### src/rtl/ccd_seq_pkg.sv
package ccd_seq_pkg;

  typedef enum logic [3:0] {
    ST_IDLE,
    ST_XF_PRE,
    ST_XF_ON,
    ST_XF_POST,
    ST_PX_A,
    ST_PX_RG,
    ST_PX_B,
    ST_PX_CL,
    ST_PX_C,
    ST_PX_P2
  } seq_state_e;

  typedef struct packed {
    logic tg;
    logic cl;
    logic rg;
    logic p2;
    logic p1;
  } ccd_lines_t;

  function automatic int imax(int a, int b);
    return (a > b) ? a : b;
  endfunction

  // Logical (active = 1) line pattern for each state.
  function automatic ccd_lines_t active_lines(seq_state_e s);
    ccd_lines_t l;
    l = '0;
    case (s)
      ST_XF_ON: begin l.p1 = 1'b1; l.tg = 1'b1; end
      ST_PX_RG: begin l.p1 = 1'b1; l.rg = 1'b1; end
      ST_PX_CL: begin l.p1 = 1'b1; l.cl = 1'b1; end
      ST_PX_P2: l.p2 = 1'b1;
      default:  l.p1 = 1'b1;
    endcase
    return l;
  endfunction

endpackage

### src/rtl/ccd_hold_timer.sv
module ccd_hold_timer #(
  parameter int CW = 8
) (
  input  logic          clk,
  input  logic          rst_n,
  input  logic          load,
  input  logic [CW-1:0] load_val,
  output logic          done
);

  logic [CW-1:0] cnt_q;
  logic [CW-1:0] cnt_d;
  logic          cnt_en;

  always_comb begin
    cnt_en = load || (cnt_q != '0);
    if (load) cnt_d = load_val;
    else      cnt_d = cnt_q - CW'(1);
  end

  always_ff @(posedge clk or negedge rst_n) begin
    if (!rst_n)      cnt_q <= '0;
    else if (cnt_en) cnt_q <= cnt_d;
  end

  assign done = (cnt_q == '0);

endmodule

### src/rtl/ccd_seq_fsm.sv
module ccd_seq_fsm
  import ccd_seq_pkg::*;
#(
  parameter int T_SETTLE    = 16,
  parameter int T_XFER      = 160,
  parameter int T_POST      = 24,
  parameter int T_PH        = 2,
  parameter int T_RG        = 3,
  parameter int T_CL        = 4,
  parameter int T_P2        = 8,
  parameter int T_GAP       = 4096,
  parameter int BULK_PIXELS = 1500,
  parameter int CW          = 12
) (
  input  logic          clk,
  input  logic          rst_n,
  input  logic          start_transfer,
  input  logic          flush_start,
  input  logic          shift_req,
  input  logic          tmr_done,
  output seq_state_e    state_q,
  output seq_state_e    state_d,
  output logic          bulk_d,
  output logic          tmr_load,
  output logic [CW-1:0] tmr_val
);

  localparam int PCW = (BULK_PIXELS > 1) ? $clog2(BULK_PIXELS) : 1;
  localparam logic [CW-1:0] D_SETTLE = CW'(T_SETTLE - 1);
  localparam logic [CW-1:0] D_XFER   = CW'(T_XFER - 1);
  localparam logic [CW-1:0] D_POST   = CW'(T_POST - 1);
  localparam logic [CW-1:0] D_PH     = CW'(T_PH - 1);
  localparam logic [CW-1:0] D_RG     = CW'(T_RG - 1);
  localparam logic [CW-1:0] D_CL     = CW'(T_CL - 1);
  localparam logic [CW-1:0] D_P2     = CW'(T_P2 - 1);
  localparam logic [CW-1:0] D_GAP    = CW'(T_GAP - 1);
  localparam logic [PCW-1:0] PIX_LAST = PCW'(BULK_PIXELS - 1);

  logic           bulk_q;
  logic [PCW-1:0] pix_q;
  logic [PCW-1:0] pix_d;

  always_comb begin
    state_d = state_q;
    bulk_d  = bulk_q;
    pix_d   = pix_q;
    case (state_q)
      ST_IDLE: begin
        if (start_transfer) begin
          state_d = ST_XF_PRE;
          bulk_d  = 1'b0;
        end else if (flush_start) begin
          state_d = ST_PX_A;
          bulk_d  = 1'b1;
          pix_d   = PIX_LAST;
        end else if (shift_req) begin
          state_d = ST_PX_A;
          bulk_d  = 1'b0;
        end
      end
      ST_XF_PRE:  if (tmr_done) state_d = ST_XF_ON;
      ST_XF_ON:   if (tmr_done) state_d = ST_XF_POST;
      ST_XF_POST: if (tmr_done) state_d = ST_IDLE;
      ST_PX_A:    if (tmr_done) state_d = ST_PX_RG;
      ST_PX_RG:   if (tmr_done) state_d = ST_PX_B;
      ST_PX_B:    if (tmr_done) state_d = ST_PX_CL;
      ST_PX_CL:   if (tmr_done) state_d = ST_PX_C;
      ST_PX_C:    if (tmr_done) state_d = ST_PX_P2;
      ST_PX_P2: begin
        if (tmr_done) begin
          if (bulk_q && (pix_q != '0)) begin
            state_d = ST_PX_A;
            pix_d   = pix_q - PCW'(1);
          end else begin
            state_d = ST_IDLE;
            bulk_d  = 1'b0;
          end
        end
      end
      default: state_d = ST_IDLE;
    endcase
  end

  always_comb begin
    tmr_load = (state_d != state_q);
    case (state_d)
      ST_XF_PRE:  tmr_val = D_SETTLE;
      ST_XF_ON:   tmr_val = D_XFER;
      ST_XF_POST: tmr_val = D_POST;
      ST_PX_A, ST_PX_B, ST_PX_C: tmr_val = D_PH;
      ST_PX_RG:   tmr_val = D_RG;
      ST_PX_CL:   tmr_val = D_CL;
      ST_PX_P2:   tmr_val = bulk_d ? D_GAP : D_P2;
      default:    tmr_val = '0;
    endcase
  end

  always_ff @(posedge clk or negedge rst_n) begin
    if (!rst_n) begin
      state_q <= ST_IDLE;
      bulk_q  <= 1'b0;
      pix_q   <= '0;
    end else begin
      state_q <= state_d;
      bulk_q  <= bulk_d;
      pix_q   <= pix_d;
    end
  end

  AST_HOLD_UNTIL_DONE: assert property (@(posedge clk) disable iff (!rst_n)
    (state_q != ST_IDLE && !tmr_done) |=> (state_q == $past(state_q)))
    else $error("state left before its hold time elapsed");

  AST_BUSY_IGNORES_REQ: assert property (@(posedge clk) disable iff (!rst_n)
    (state_q == ST_XF_ON && !tmr_done) |=> (state_q == ST_XF_ON))
    else $error("transfer interrupted");

endmodule

### src/rtl/ccd_pin_driver.sv
module ccd_pin_driver
  import ccd_seq_pkg::*;
#(
  parameter logic [4:0] POL_MASK = 5'b11000
) (
  input  logic       clk,
  input  logic       rst_n,
  input  seq_state_e state_q,
  input  seq_state_e state_d,
  input  logic       bulk_d,
  output ccd_lines_t pins,
  output logic       busy,
  output logic       pixel_valid
);

  localparam ccd_lines_t MASK     = ccd_lines_t'(POL_MASK);
  localparam ccd_lines_t IDLE_PIN = active_lines(ST_IDLE) ^ MASK;

  ccd_lines_t pins_d;
  logic       busy_d;
  logic       valid_d;

  always_comb begin
    pins_d  = active_lines(state_d) ^ MASK;
    busy_d  = (state_d != ST_IDLE);
    valid_d = (state_d == ST_PX_P2) && (state_q != ST_PX_P2) && !bulk_d;
  end

  always_ff @(posedge clk or negedge rst_n) begin
    if (!rst_n) begin
      pins        <= IDLE_PIN;
      busy        <= 1'b0;
      pixel_valid <= 1'b0;
    end else begin
      pins        <= pins_d;
      busy        <= busy_d;
      pixel_valid <= valid_d;
    end
  end

  ccd_lines_t act;
  assign act = pins ^ MASK;

  AST_PHASE_EXCL: assert property (@(posedge clk) disable iff (!rst_n)
    !(act.p1 && act.p2))
    else $error("both shift phases active");

  AST_GATE_NEEDS_P1: assert property (@(posedge clk) disable iff (!rst_n)
    (act.tg || act.rg || act.cl) |-> act.p1)
    else $error("gate pulse without phase 1");

  AST_VALID_SINGLE: assert property (@(posedge clk) disable iff (!rst_n)
    pixel_valid |=> !pixel_valid)
    else $error("pixel_valid longer than one cycle");

  AST_VALID_ON_P2: assert property (@(posedge clk) disable iff (!rst_n)
    pixel_valid |-> (act.p2 && busy))
    else $error("pixel_valid without phase 2");

  AST_IDLE_LEVELS: assert property (@(posedge clk) disable iff (!rst_n)
    !busy |-> (act.p1 && !act.p2 && !act.rg && !act.cl && !act.tg))
    else $error("idle pattern wrong");

endmodule

### src/rtl/ccd_phase_seq.sv
module ccd_phase_seq
  import ccd_seq_pkg::*;
#(
  parameter int T_SETTLE    = 16,
  parameter int T_XFER      = 160,
  parameter int T_POST      = 24,
  parameter int T_PH        = 2,
  parameter int T_RG        = 3,
  parameter int T_CL        = 4,
  parameter int T_P2        = 8,
  parameter int T_GAP       = 4096,
  parameter int BULK_PIXELS = 1500,
  parameter logic [4:0] POL_MASK = 5'b11000
) (
  input  logic clk,
  input  logic rst_n,
  input  logic start_transfer,
  input  logic flush_start,
  input  logic shift_req,
  output logic busy,
  output logic pixel_valid,
  output logic phi1,
  output logic phi2,
  output logic rd_gate,
  output logic clamp,
  output logic xfer_gate
);

  localparam int MAXD = imax(imax(imax(T_SETTLE, T_XFER), imax(T_POST, T_PH)),
                             imax(imax(T_RG, T_CL), imax(imax(T_P2, T_GAP), 2)));
  localparam int CW   = $clog2(MAXD);

  logic rst_s1, rst_s2;

  always_ff @(posedge clk or negedge rst_n) begin
    if (!rst_n) begin
      rst_s1 <= 1'b0;
      rst_s2 <= 1'b0;
    end else begin
      rst_s1 <= 1'b1;
      rst_s2 <= rst_s1;
    end
  end

  seq_state_e    state_q, state_d;
  logic          bulk_d;
  logic          tmr_load, tmr_done;
  logic [CW-1:0] tmr_val;
  ccd_lines_t    pins;

  ccd_hold_timer #(.CW(CW)) u_timer (
    .clk      (clk),
    .rst_n    (rst_s2),
    .load     (tmr_load),
    .load_val (tmr_val),
    .done     (tmr_done)
  );

  ccd_seq_fsm #(
    .T_SETTLE(T_SETTLE), .T_XFER(T_XFER), .T_POST(T_POST), .T_PH(T_PH),
    .T_RG(T_RG), .T_CL(T_CL), .T_P2(T_P2), .T_GAP(T_GAP),
    .BULK_PIXELS(BULK_PIXELS), .CW(CW)
  ) u_fsm (
    .clk            (clk),
    .rst_n          (rst_s2),
    .start_transfer (start_transfer),
    .flush_start    (flush_start),
    .shift_req      (shift_req),
    .tmr_done       (tmr_done),
    .state_q        (state_q),
    .state_d        (state_d),
    .bulk_d         (bulk_d),
    .tmr_load       (tmr_load),
    .tmr_val        (tmr_val)
  );

  ccd_pin_driver #(.POL_MASK(POL_MASK)) u_drv (
    .clk         (clk),
    .rst_n       (rst_s2),
    .state_q     (state_q),
    .state_d     (state_d),
    .bulk_d      (bulk_d),
    .pins        (pins),
    .busy        (busy),
    .pixel_valid (pixel_valid)
  );

  assign phi1      = pins.p1;
  assign phi2      = pins.p2;
  assign rd_gate   = pins.rg;
  assign clamp     = pins.cl;
  assign xfer_gate = pins.tg;

endmodule

### config.mk
export PLATFORM = sky130hd
export DESIGN_NAME = ccd_phase_seq
export DESIGN_NICKNAME = d
export VERILOG_FILES = /design/src/rtl/ccd_seq_pkg.sv /design/src/rtl/ccd_hold_timer.sv /design/src/rtl/ccd_seq_fsm.sv /design/src/rtl/ccd_pin_driver.sv /design/src/rtl/ccd_phase_seq.sv
export SDC_FILE = /design/constraint.sdc
export NUM_CORES = 1
export LEC_CHECK = 0
export BUFFER_PORTS_ARGS = -buffer_cell sky130_fd_sc_hd__buf_2
export CORE_ASPECT_RATIO = 1.25
export CORE_MARGIN = 2
export CORE_UTILIZATION = 55
export DETAILED_ROUTE_END_ITERATION = 10
export GPL_ROUTABILITY_DRIVEN = 0
export MAX_ROUTING_LAYER = met4
export PLACE_DENSITY_LB_ADDON = 0.12
export SLEW_MARGIN = 20
export SYNTH_ARGS = -nofsm -noshare
export SYNTH_HDL_FRONTEND = slang
export SYNTH_SLANG_ARGS = --single-unit
### constraint.sdc
create_clock -name clk -period 1.3 [get_ports clk]
set_input_delay 0.13 -clock clk [delete_from_list [all_inputs] [get_ports clk]]
set_output_delay 0.13 -clock clk [all_outputs]
set_load 0.005 [all_outputs]
==> out/metrics.cfg, run 1 <==
[die]
ios = 12
num_rows = 25
fp.dieH_um = 73.3
start_util_pct = 56.8
dieWidth_um = 59.4

[synth]
ys_seq_elements = 37
synth-main-ff-cell = dfrtp_1
ys_seq_area_share_pct = 44.0
synth_edf_count = 0
synth_cell_types = 51
ys_async_sr_fraction_pct = 100
syn_nets = 229
synthCells = 222
synth_warnings = 0
avgSynthCellArea_um2 = 9.52
syn_area_um2 = 2110

[outcome]
status = did not finish
firstError = [ERROR DPL-0033] detailed placement checks failed during check placement.
stop_stage = global routing (5_1_grt)

[clock_tree]
cts.sinks = 37
cts_buffers = 5
root_buffer = clkbuf_8
htreeDepth = 2
clk_path_buf_depth = 2

[place]
dp_hpwl_um = 4580
placed_cell_area_um2 = 2910
io_buffers = 11

[sta]
grt-worst-endpoint = u_drv.busy$_DFF_PN0_/D
worst-ep-kind = sequential cell input

[global_routing]
antenna_found_initial = 0
grt_max_degree = 36

==> per-stage QoR <==
stage	hold WS [ns]	instances	setup slack, ns
after CTS	0.144	373	-0.988
after detailed placement	-0.0847	354	-1.13
after floorplan	-0.166	222	-1.07
after global placement	-0.0869	354	-1.02
==> cells by family after synthesis <==
| logic type | count (synthesis) | synth area share [%] |
|---|---|---|
| AND/OR/NAND/NOR | 85 | 23.5 |
| XOR/XNOR | 13 | 5.39 |
| buffers and inverters | 21 | 4.50 |
| flip-flops | 37 | 44.0 |
| adder cells (fa/ha/maj) | 3 | 1.66 |
| multiplexers | 5 | 2.49 |
| AO/OA/AOI/OAI | 57 | 18.3 |
| other | 1 | 0.177 |
==> synthesized netlist by cell type, types with 3 or more instances <==
| cell type | instances | area share (%) |
|---|---|---|
| a21oi_1 | 11 | 2.6 |
| clkbuf_1 | 8 | 1.4 |
| dfrtp_1 | 34 | 40 |
| dfstp_2 | 3 | 3.7 |
| inv_1 | 10 | 1.8 |
| mux2i_1 | 3 | 1.4 |
| nand2_1 | 10 | 1.8 |
| nand3_1 | 13 | 3.1 |
| nor2_1 | 15 | 2.7 |
| nor3_1 | 9 | 2.1 |
| nor4_1 | 4 | 1.2 |
| o21ai_0 | 11 | 2.6 |
| o31ai_1 | 15 | 5.3 |
| or2_2 | 5 | 1.5 |
| or4_1 | 7 | 2.5 |
| xnor2_1 | 10 | 4.1 |
| xor2_1 | 3 | 1.2 |
==> repair_timing <==
action                                  in CTS
hold buffers                                 1
endpoints found under the setup margin      35
cloned                                       1
resized for setup                           52
buffers inserted                            12
pin swaps                                   19
hold endpoints to repair                     2
==> run 2, diff against run 1 <==
Settings changed: CORE_ASPECT_RATIO 1.25 to not set, CORE_UTILIZATION 55 to 40, MAX_ROUTING_LAYER met4 to not set, PLACE_DENSITY_LB_ADDON 0.12 to 0.15.
==> run 2 against run 1 <==
Net effect:
- synthesized cell count did not move
- the flow now finishes, with violations (negative setup slack)
- synthesized area did not move
==> out/metrics.cfg, run 2 <==
[outcome]
status = finished with violations
violations = negative setup slack

[synth]
synth_cell_types = 51  ; unchanged
synthCells = 222  ; unchanged
syn_nets = 229  ; unchanged
yosys.area.top_type = dfrtp_1
yosysTopAreaCellShare_pct = 40.3  ; unchanged
ys_async_sr_fraction_pct = 100  ; unchanged
synth_common_cells = 34 x dfrtp_1, 15 x nor2_1, 15 x o31ai_1
synth_edf_count = 0  ; unchanged
netlist_top_cells_area = dfrtp_1 40%, o31ai_1 5.3%, xnor2_1 4.1%
synth_warnings = 0  ; unchanged
ys_seq_elements = 37  ; unchanged
ys_seq_area_share_pct = 44.0  ; unchanged
syn_area_um2 = 2110  ; unchanged
synth-main-ff-cell = dfrtp_1
synth.most_common_cell = dfrtp_1
avgSynthCellArea_um2 = 9.52  ; unchanged

[detailed_routing]
vias_per_cell = 5.25
wirelength_um = 6110
drt_iter0_markers = 94
num_vias = 2125
wl_per_cell_um = 15.1
dr.pass1.iters = 4
drc_errors = 0
ant_nets = 0

[hold_path]
holdCritPathClass = in2async

[cells_and_area]
nets = 341
utilization_pct = 67.3
reg_top3 = u_timer.cnt_q (12), u_fsm.pix_q (11), u_drv.pins (5)
final_area_um2 = 3440
drive_above_1_share_pct = 52.8
area_growth_pct = 62.6
final_common_cell = buf_4
largest_register_ff_count = 12
diodes = 0
fillers = 428
multiInputGateArea_um2 = 1360
largest_register = u_timer.cnt_q
stdcell_count = 405
seq_area_um2 = 930
final_cell_mix = 84 x buf_4, 34 x dfrtp_1, 17 x buf_6

[sta]
maxSlewViolCount = 0
fin_skew_ns = 0.00527
worst_slack_ns = -0.996
period_needed_ns = 2.30
rsz0062_at_grt = true
hold_viol = 0
setup_violations = 35
fmax_ghz = 0.436
period_share_pct = 177
fin_setup_tns_ns = -28.46

[place]
placed_cell_area_um2 = 2920  ; +0.43%
dp_hpwl_um = 4100  ; -10%
dp_cells = 379  ; +7.1%
io_buffers = 11  ; unchanged

[die]
start_util_pct = 41.4  ; -15 points
fp.dieH_um = 76.7  ; +4.6%
num_rows = 26  ; +4.0%
core_um2 = 5110
dieWidth_um = 76.7  ; +29%
dieArea_um2 = 5880
ios = 12  ; unchanged

[clock_tree]
htreeDepth = 2  ; unchanged
root_buffer = clkbuf_8
cts.sinks = 37  ; unchanged
clk_path_buf_depth = 2  ; unchanged
cts_buffers = 5  ; unchanged
clkTransAtPathRegs_ns = 0.07
cts_tree = yes
clk_latency_ns = 0.29

[global_routing]
track_usage_pct = 20.8
antenna_found_initial = 0
grt_max_degree = 36
grt_pass1_wl_um = 9800
grt_pass1_vias = 2060
grt_remaining_overflow = 0

[setup_path]
worstSetupPathType = reg2reg
slowest_delay_ns = 0.59
cp_max_fo = 6
crit_chain = or4_4 -> nor4_4 -> buf_6 -> xnor2_2 -> nor2_1 -> or4b_1
critPathCaptureType = register
worstPathRequired_ns = 1.45
start_kind = register
cp.arrival_ns = 2.45
cp_slowest_cell = or4_4
reg2regPathDepth = 6

[pwr]
ir_drop_uv = 426
leakage_uw = 0.00152
powerDensity_nw_per_um2 = 696
total_power_uw = 2390

[job]
max_cap_viol_count = 0

[run 2: path summary, 6_finish.rpt]
path                                    end  slack, ns        startpoint
hold reg to reg            u_timer.cnt_q[2]       0.23            rst_s2
min in group clk                     rst_s2       0.35            rst_s1
setup / recovery                 u_drv.busy       -1.0  u_timer.cnt_q[9]
max in group asynchronous     u_drv.pins[3]       0.81            rst_s2
setup reg to reg                 u_drv.busy       -1.0  u_timer.cnt_q[9]
hold / removal                       rst_s2       0.15             rst_n
[run 2: critical path, delay by kind of cell, from the launching register on]
kind                   cells  cell delay (ns)
AND/OR/NAND/NOR            4             1.45
flip-flops                 1             0.39
buffers and inverters      1             0.19
XOR/XNOR                   1             0.12
[run 2: repair_timing]
item | 4_1_cts | 5_1_grt
resized for setup | 31 | 35
cloned | 1 | 1
hold buffers | 1 | 0
pin swaps | 11 | 14
buffers inserted | 7 | 10
hold endpoints to repair | 2 | 0
endpoints found under the setup margin | 35 | 35
[run 2: per-layer routing]
metal | up-vias | global-route usage (%) | routed length, um
li1 | 1051 | - | -
met1 | 1031 | 29.7 | 2880
met2 | 37 | 32.8 | 2950
met3 | 6 | 3.88 | 208
met4 | 0 | 4.91 | 72
met5 | - | 0 | 0
[run 2: cell type report]
class,count,area share (%)
inverters,10,1.09
flip-flops and latches,37,27.1
multi-input cells,165,39.7
repair buffers,115,27.0
clock buffers,8,2.62
well taps,70,2.55
[run 2: power by group]
| group | total [uW] | internal, uW | switching, uW |
|---|---|---|---|
| Clock | 835 | 433 | 403 |
| Combinational | 325 | 164 | 161 |
| Sequential | 1230 | 1200 | 27.9 |
| Total | 2390 | 1800 | 592 |
[run 2: logic make-up after synthesis]
group,Yosys count,synth area share [%]
other,1,0.177
buffers and inverters,21,4.50
AOI/OAI and AO/OA,57,18.3
and+or+nand+nor,85,23.5
muxes,5,2.49
DFF,37,44.0
xor gates and xnor gates,13,5.39
adders and majority gates,3,1.66
[run 2: stage by stage]
stage                     hold WS [ns]  worst slack (ns)
after floorplan                 -0.166             -1.07
after global routing             0.135             -1.09
after global placement         -0.0848             -1.07
after detailed placement       -0.0833             -1.11
final                            0.147            -0.996
after CTS                        0.135            -0.974
(Power assumes the default switching activity.)
